--- src/rtl/fbc_pkg.sv ---
package fbc_pkg;
    localparam int FBC_DATA_W   = 8;
    localparam int FBC_ADDR_W   = 5;
    localparam int FBC_CTRL_IDX = 0;
    localparam int FBC_STAT_IDX = 1;
    localparam int FBC_IE_BIT   = 7;
    localparam int FBC_PEND_BIT = 7;
    localparam logic [FBC_DATA_W-1:0] FBC_ID_BITS = 8'h61;

    typedef struct packed {
        logic pend;
        logic irq;
    } fbc_irq_st_t;
endpackage

--- src/rtl/fbc_decode.sv ---
module fbc_decode #(
    parameter int ADDR_W = fbc_pkg::FBC_ADDR_W,
    parameter int NREG   = 2 ** (ADDR_W - 1)
) (
    input  logic                        clk,
    input  logic                        rst_n,
    input  logic [ADDR_W-1:0]           addr,
    input  logic                        wr,
    output logic                        bank_hit,
    output logic [ADDR_W-2:0]           bank_idx,
    output logic [NREG-1:0]             bank_we
);
    localparam int IDX_W = ADDR_W - 1;

    assign bank_hit = addr[ADDR_W-1];
    assign bank_idx = addr[IDX_W-1:0];

    for (genvar i = 0; i < NREG; i++) begin : g_we
        assign bank_we[i] = wr && bank_hit && (bank_idx == IDX_W'(i));
    end

    // nothing in the live half is written from a lower-half offset
    p_dead_half_r7: assert property (@(posedge clk) disable iff (!rst_n)
        !addr[ADDR_W-1] |-> (bank_we == '0));
    p_single_we_r6: assert property (@(posedge clk) disable iff (!rst_n)
        $onehot0(bank_we));
endmodule

--- src/rtl/fbc_reg_bank.sv ---
module fbc_reg_bank #(
    parameter int DATA_W   = fbc_pkg::FBC_DATA_W,
    parameter int NREG     = 16,
    parameter int SKIP_IDX = fbc_pkg::FBC_STAT_IDX
) (
    input  logic                          clk,
    input  logic                          rst_n,
    input  logic [NREG-1:0]               we,
    input  logic [DATA_W-1:0]             wdata,
    output logic [NREG-1:0][DATA_W-1:0]   regs
);
    for (genvar i = 0; i < NREG; i++) begin : g_slot
        if (i == SKIP_IDX) begin : g_none
            assign regs[i] = '0;
        end else begin : g_store
            logic [DATA_W-1:0] slot_d, slot_q;

            always_comb begin
                slot_d = slot_q;
                if (we[i]) slot_d = wdata;
            end

            always_ff @(posedge clk or negedge rst_n) begin
                if (!rst_n) slot_q <= '0;
                else        slot_q <= slot_d;
            end

            assign regs[i] = slot_q;

            p_store_r6: assert property (@(posedge clk) disable iff (!rst_n)
                we[i] |=> (regs[i] == $past(wdata)));
            p_keep_r7: assert property (@(posedge clk) disable iff (!rst_n)
                !we[i] |=> $stable(regs[i]));
        end
    end
endmodule

--- src/rtl/fbc_irq_ctrl.sv ---
module fbc_irq_ctrl (
    input  logic clk,
    input  logic rst_n,
    input  logic frame_end,
    input  logic int_en,
    input  logic stat_we,
    output logic pend,
    output logic irq
);
    import fbc_pkg::*;

    fbc_irq_st_t st_d, st_q;
    logic        set_req;

    always_comb begin
        set_req = frame_end && int_en;
        st_d    = st_q;
        if (set_req)      st_d.pend = 1'b1;   // set wins over clear
        else if (stat_we) st_d.pend = 1'b0;
        st_d.irq = st_d.pend;
    end

    always_ff @(posedge clk or negedge rst_n) begin
        if (!rst_n) st_q <= '0;
        else        st_q <= st_d;
    end

    assign pend = st_q.pend;
    assign irq  = st_q.irq;

    p_set_r3: assert property (@(posedge clk) disable iff (!rst_n)
        (frame_end && int_en) |=> (pend && irq));
    p_disabled_hold_r4: assert property (@(posedge clk) disable iff (!rst_n)
        (!(frame_end && int_en) && !stat_we) |=> $stable(pend));
    p_clear_r5: assert property (@(posedge clk) disable iff (!rst_n)
        (stat_we && !(frame_end && int_en)) |=> !irq);
    p_set_wins_r8: assert property (@(posedge clk) disable iff (!rst_n)
        (stat_we && frame_end && int_en) |=> irq);
    p_irq_follows_r10: assert property (@(posedge clk) disable iff (!rst_n)
        irq == pend);
endmodule

--- src/rtl/fbc_regwin.sv ---
module fbc_regwin #(
    parameter int DATA_W = fbc_pkg::FBC_DATA_W,
    parameter int ADDR_W = fbc_pkg::FBC_ADDR_W
) (
    input  logic              clk,
    input  logic              rst_n,
    input  logic [ADDR_W-1:0] reg_addr,
    input  logic              reg_wr,
    input  logic [DATA_W-1:0] reg_wdata,
    output logic [DATA_W-1:0] reg_rdata,
    input  logic              frame_end,
    output logic              irq
);
    import fbc_pkg::*;

    localparam int NREG  = 2 ** (ADDR_W - 1);
    localparam int IDX_W = ADDR_W - 1;

    logic                          bank_hit;
    logic [IDX_W-1:0]              bank_idx;
    logic [NREG-1:0]               bank_we;
    logic [NREG-1:0][DATA_W-1:0]   regs;
    logic                          pend;
    logic [DATA_W-1:0]             stat_view;

    fbc_decode #(.ADDR_W(ADDR_W), .NREG(NREG)) u_dec (
        .clk      (clk),
        .rst_n    (rst_n),
        .addr     (reg_addr),
        .wr       (reg_wr),
        .bank_hit (bank_hit),
        .bank_idx (bank_idx),
        .bank_we  (bank_we)
    );

    fbc_reg_bank #(.DATA_W(DATA_W), .NREG(NREG), .SKIP_IDX(FBC_STAT_IDX)) u_bank (
        .clk   (clk),
        .rst_n (rst_n),
        .we    (bank_we),
        .wdata (reg_wdata),
        .regs  (regs)
    );

    fbc_irq_ctrl u_irq (
        .clk       (clk),
        .rst_n     (rst_n),
        .frame_end (frame_end),
        .int_en    (regs[FBC_CTRL_IDX][FBC_IE_BIT]),
        .stat_we   (bank_we[FBC_STAT_IDX]),
        .pend      (pend),
        .irq       (irq)
    );

    always_comb begin
        stat_view               = FBC_ID_BITS;
        stat_view[FBC_PEND_BIT] = pend;
        reg_rdata               = '0;
        if (bank_hit) begin
            if (bank_idx == IDX_W'(FBC_STAT_IDX)) reg_rdata = stat_view;
            else                                   reg_rdata = regs[bank_idx];
        end
    end

    p_status_id_r2: assert property (@(posedge clk) disable iff (!rst_n)
        (reg_addr == ADDR_W'(NREG + FBC_STAT_IDX)) |->
            ((reg_rdata & ~FBC_ID_BITS) == {pend, {(DATA_W-1){1'b0}}}
             && (reg_rdata & FBC_ID_BITS) == FBC_ID_BITS));
    p_low_reads_zero_r7: assert property (@(posedge clk) disable iff (!rst_n)
        !reg_addr[ADDR_W-1] |-> (reg_rdata == '0));
endmodule

--- config.mk ---
export PLATFORM = sky130hd
export DESIGN_NAME = fbc_regwin
export DESIGN_NICKNAME = d
export VERILOG_FILES = /design/src/rtl/fbc_pkg.sv /design/src/rtl/fbc_decode.sv /design/src/rtl/fbc_reg_bank.sv /design/src/rtl/fbc_irq_ctrl.sv /design/src/rtl/fbc_regwin.sv
export SDC_FILE = /design/constraint.sdc
export NUM_CORES = 1
export LEC_CHECK = 0
export BUFFER_PORTS_ARGS = -buffer_cell sky130_fd_sc_hd__buf_2
export CAP_MARGIN = 20
export CORE_MARGIN = 2
export CORE_UTILIZATION = 40
export CTS_CLUSTER_DIAMETER = 40
export CTS_CLUSTER_SIZE = 24
export DETAILED_ROUTE_END_ITERATION = 8
export GPL_TIMING_DRIVEN = 0
export PLACE_DENSITY = 0.67
export SETUP_SLACK_MARGIN = 0.2
export SYNTH_ARGS = -nofsm -noshare
export SYNTH_HDL_FRONTEND = slang
export SYNTH_SLANG_ARGS = --single-unit
--- constraint.sdc ---
create_clock -name clk -period 3.4 [get_ports clk]
set_input_delay 0.17 -clock clk [delete_from_list [all_inputs] [get_ports clk]]
set_output_delay 0.17 -clock clk [all_outputs]
set_load 0.02 [all_outputs]
; ---- Word-level counts from Yosys, hierarchy flattened
; Index checks and enable logic that the tools add are counted.
[totals]
register_bits = 121
input_bits = 17
output_inout_bits = 9
[classes]
order_cmp = 1
eq_ne = 15
mux = 6
reduce_logical = 20
[op_table]
columns = op, count
row1 = 8-bit binary-select mux with 4-bit select, 1
row2 = 4-bit equality test (second input constant), 8
row3 = 8-bit two-way mux, 3
row4 = 1-bit logical AND, 18
row5 = 4-bit by 3-bit equality test with 1-bit output (second input constant), 4
row6 = 4-bit by 2-bit equality test with 1-bit output (second input constant), 2
row7 = 4-bit by 5-bit < comparator with 1-bit output (second input constant), 1
row8 = 4-bit by 1-bit equality test with 1-bit output (second input constant), 1
row9 = 4-bit zero test, 1
row10 = 1-bit two-way mux, 2
row11 = 2-bit nonzero test, 1

; ---- Longest topological paths before layout
[depth]
depth_word = 4
mapped_depth = 7

; ---- By module
; From an unflattened synthesis, not the netlist that was laid out.
[hier_totals]
hier_cells = 407
hier_area_um2 = 6029.5
[by_module_without_submodules]
columns = mod, n_inst, cells_per_inst, area_each_um2, seq_area_each_um2
row1 = fbc_reg_bank, 1, 272, 4707.0, 3002.9
row2 = fbc_regwin, 1, 102, 1119.8, 0.0
row3 = fbc_decode, 1, 28, 153.9, 0.0
row4 = fbc_irq_ctrl, 1, 5, 48.8, 25.0

; ---- Worst setup path after synthesis
; No wires, ideal clock.
[synth_timing]
path_type = register to output
from = register u_bank.g_slot[11].g_store.slot_q[6]
to = output reg_rdata[6]
arrival_time_ns = 1.504
t_required_ns = 3.230
setup_slack_ns = 1.726
stages_incl_launch_ff = 4
n_path_buf = 0
path_cell_list = dfrtp_1 mux4_1 mux4_2 and2_1
[synth_via]
elab_chain_cells = 4
[synth_rtl]
columns = element, line
row1 = "start, declared", fbc_reg_bank.sv:16  ; logic [DATA_W-1:0] slot_d, slot_q;
row2 = "start signal, assigned", fbc_reg_bank.sv:25  ; else slot_q <= slot_d;
row3 = 8-bit binary-select mux with 4-bit select, fbc_regwin.sv:60  ; else reg_rdata = regs[bank_idx];
row4 = 8-bit two-way mux (implied by the code), fbc_regwin.sv:60
row5 = 8-bit two-way mux, fbc_regwin.sv:59  ; if (bank_idx == IDX_W'(FBC_STAT_IDX)) reg_rdata = stat_view;
row6 = 8-bit two-way mux, fbc_regwin.sv:58  ; if (bank_hit) begin
row7 = "end, declared", fbc_regwin.sv:10  ; output logic [DATA_W-1:0] reg_rdata,
; No other way between the ends. The select of a mux whose other input is x is not followed.

; ---- Worst setup path after layout
; Ends and elaborated chain as after synthesis.

==> impl_metrics.toml <==
[placed_design]
hpwl_mm = 9.44
placedCellCount = 594
port_buffers = 22
gp_congestion = 0.831

[global_routing]
grt_pass1_wl_mm = 21.8
grt_max_degree = 68
overflow = 0
antenna_found_initial = 0
grt.total_usage_pct = 18.4
grt_pass1_vias = 3909

[yosys]
yosys.area_share.simple_pct = 6.43
synthAdderAreaFrac_pct = 0
synth_top_family_by_area = "multiplexers"
ys.flop_type = "dfrtp_1"
synthCells = 391
synth_seq_cells = 121
synthArstFlopShare_pct = 100
yosys_warnings = 0
syn_nets = 408
synth-xor-area-share_pct = 0
syn_avg_cell_area_um2 = 14.8
synthMuxAreaShare_pct = 34.3
ys_types = 41
synth-compound-area-share_pct = 4.22
synthesis.area_mm2 = 0.00578
yosysSeqAreaShare_pct = 52.4
synth-edff-count = 0

[drt]
wl_per_cell_um = 21.8
drtIter0Drc = 176
drt_wl_total_mm = 13.7
ant_nets = 0
dr.pass1.iters = 4
viasPerCell = 5.71
routed-via-count = 3584
drc = 0

[floorplanning]
die_w_um = 124
rows = 43
initial_core_util_pct = 41.3
core-area_mm2 = 0.0140
die_h_um = 124
die_area_mm2 = 0.0154
pin_count = 26

[power]
cellPowerDensity_mw_per_mm2 = 642
power_frac_clock_pct = 42.5
internal_power_mw = 3.32
power_leakage_nw = 3.01
combPwrFrac_pct = 14.7
power_switching_mw = 1.04
switching_share_pct = 23.8
seq_power_share_pct = 42.7
ir_drop_mv = 0.413

[cells_and_area]
final_cell_mix = "mux2_2, dfrtp_1, buf_2"
stdcell_count = 628
final_core_util_pct = 48.6
syn2layout_area_growth_pct = 17.5
final_common_cell = "mux2_2"
drive_above_1_share_pct = 51.6
nets = 452
diodes = 0
nFillCells = 1201

[clock_network]
numCtsBuffers = 17
postCtsResizedCells = 0
cts_sinks = 121
clkLatencyLatePin_ns = 0.42
ctsRootBufferMaster = "clkbuf_16"
clk_pin_slew_ns = 0.05
cts_tree = "yes"
clock_path_buffers = 2
htreeDepth = 4

[timing]
rsz0062_at_grt = "false"
slew_headroom_pct = 43.5
skew_ns = 0.000171
tns_ns = 0
fin_crit_sh_pct = 66.6
hold_viol = 0
fmax_ghz = 0.442
whs_ns = 0.0532
finalSetupViolCount = 0
worst_pin_slew_ns = 0.835
period_needed_ns = 2.26
finalMaxSlewViolations = 0

[setup_path]
critPathMaxFanout = 2
worstPathRequired_ns = 3.23
critPathLaunch = "u_bank.g_slot[11].g_store.slot_q[6]"
critPathKind = "reg -> out"
r2r_slack_ns = 2.61
cp-end-kind = "output pin"
critPathLaunchType = "register"
crit_arrival_ns = 2.09
reg2reg_to = "u_bank.g_slot[7].g_store.slot_q[7]"
ff2ff_path_depth = 1
rr_startpoint = "u_bank.g_slot[7].g_store.slot_q[7]"
worstSetupEndpoint = "reg_rdata[6]"

[worst_hold_path]
hold_class = "in -> reg"

[flow_run]
maxCapViolations = 0

[status]
outcome = "complete, no violations"
[cell families after synthesis]
logic type,count (synthesis)
compound gates,35
buf+inv,27
flops,121
mux,160
simple gates,48
[final cells by class]
class | instances | area [um2] | share of cell area, %
plain buffers | 26 | 150 | 2.21
clock buffers | 26 | 539 | 7.94
clock inverters | 6 | 82.6 | 1.22
inverters | 1 | 3.75 | 0.0553
multi-input cells | 243 | 2600 | 38.3
flip-flops and latches | 121 | 3030 | 44.6
well taps | 180 | 225 | 3.32
repair buffers | 25 | 164 | 2.41
[layer usage]
layer  up-vias  wire length (um)  global-route usage [%]  part of all wire, %
met5         -                 0                       0                    0
met4         0               325                    7.34                  2.4
met3        29               622                    4.09                  4.6
met2        88              6810                    30.2                   50
met1      1907              5910                    23.8                   43
li1       1560                 -                       -                    -
[synth_stat cells (2+ instances only)]
cell type / instances / area (um2)
a21oi_1: 3 / 15.0
a22o_1: 2 / 17.5
a31oi_1: 4 / 25.0
a41oi_1: 3 / 26.3
buf_2: 9 / 45.0
buf_4: 3 / 22.5
buf_6: 4 / 45.0
clkbuf_1: 10 / 37.5
dfrtp_1: 121 / 3030
mux2_2: 129 / 1450
mux2i_1: 14 / 140
mux4_1: 2 / 52.6
mux4_2: 15 / 338
nand2_1: 10 / 37.5
nand2b_1: 5 / 31.3
nand3_1: 2 / 10.0
nand3_2: 2 / 20.0
nor2_2: 2 / 12.5
nor2_4: 7 / 78.8
nor2b_1: 5 / 31.3
nor3b_1: 4 / 30.0
o21ai_0: 5 / 25.0
o21ai_1: 4 / 20.0
o221ai_1: 7 / 61.3
o22ai_1: 3 / 18.8
[power groups by stage]
stage / clock network (mW) / registers [mW] / logic [mW]
3_3_place_gp: 0 / 1.86 / 0.615
2_1_floorplan: 0 / 1.84 / 0.488
4_1_cts: 1.88 / 1.86 / 0.649
5_1_grt: 1.95 / 1.90 / 0.697
6_report: 1.85 / 1.86 / 0.643
3_5_place_dp: 0 / 1.88 / 0.646
[worst max-delay path, cell delays in order, from the launching register on]
cell and delay [ns]:
dfrtp_1 0.37, mux4_1 0.51, mux4_2 0.47, and2_1 0.17
buf_2 0.15
[metrics by stage]
| step | instance area (um2) | power (mW) | setup slack (ns) |
|---|---|---|---|
| floorplan | 5780 | 2.32 | 1.73 |
| global placement | 6120 | 2.48 | 0.765 |
| detailed placement | 6150 | 2.53 | 1.26 |
| CTS | 6790 | 4.39 | 1.12 |
| global route | 6790 | 4.54 | 1.07 |
| finish | 6790 | 4.36 | 1.14 |
[sequential cells by signal (all words and copies together) (netlist names)]
register / count
u_irq.pend: 1
u_bank.g_slot.g_store.slot_q: 120
[worst min path at each step]
| stage | end | slack [ns] | depth (start not counted) | start |
|---|---|---|---|---|
| 2_1_floorplan | u_bank.g_slot[0].g_store.slot_q[0] | -0.13 | 0 | rst_n |
| 3_3_place_gp | u_irq.pend | 0.40 | 2 | frame_end |
| 3_5_place_dp | u_bank.g_slot[7].g_store.slot_q[7] | 0.16 | 1 | rst_n |
| 4_1_cts | u_bank.g_slot[15].g_store.slot_q[6] | 0.03 | 2 | reg_wdata[6] |
| 5_1_grt | u_bank.g_slot[6].g_store.slot_q[6] | 0.06 | 2 | reg_wdata[6] |
| 6_report | u_bank.g_slot[15].g_store.slot_q[6] | 0.05 | 2 | reg_wdata[6] |
[repair_timing]
item / in CTS / in global routing
hold endpoints to repair: 55 / 0
setup buffers: 0 / 0
hold buffers: 2 / 0
No activity file was read; power rests on OpenSTA's default activity.
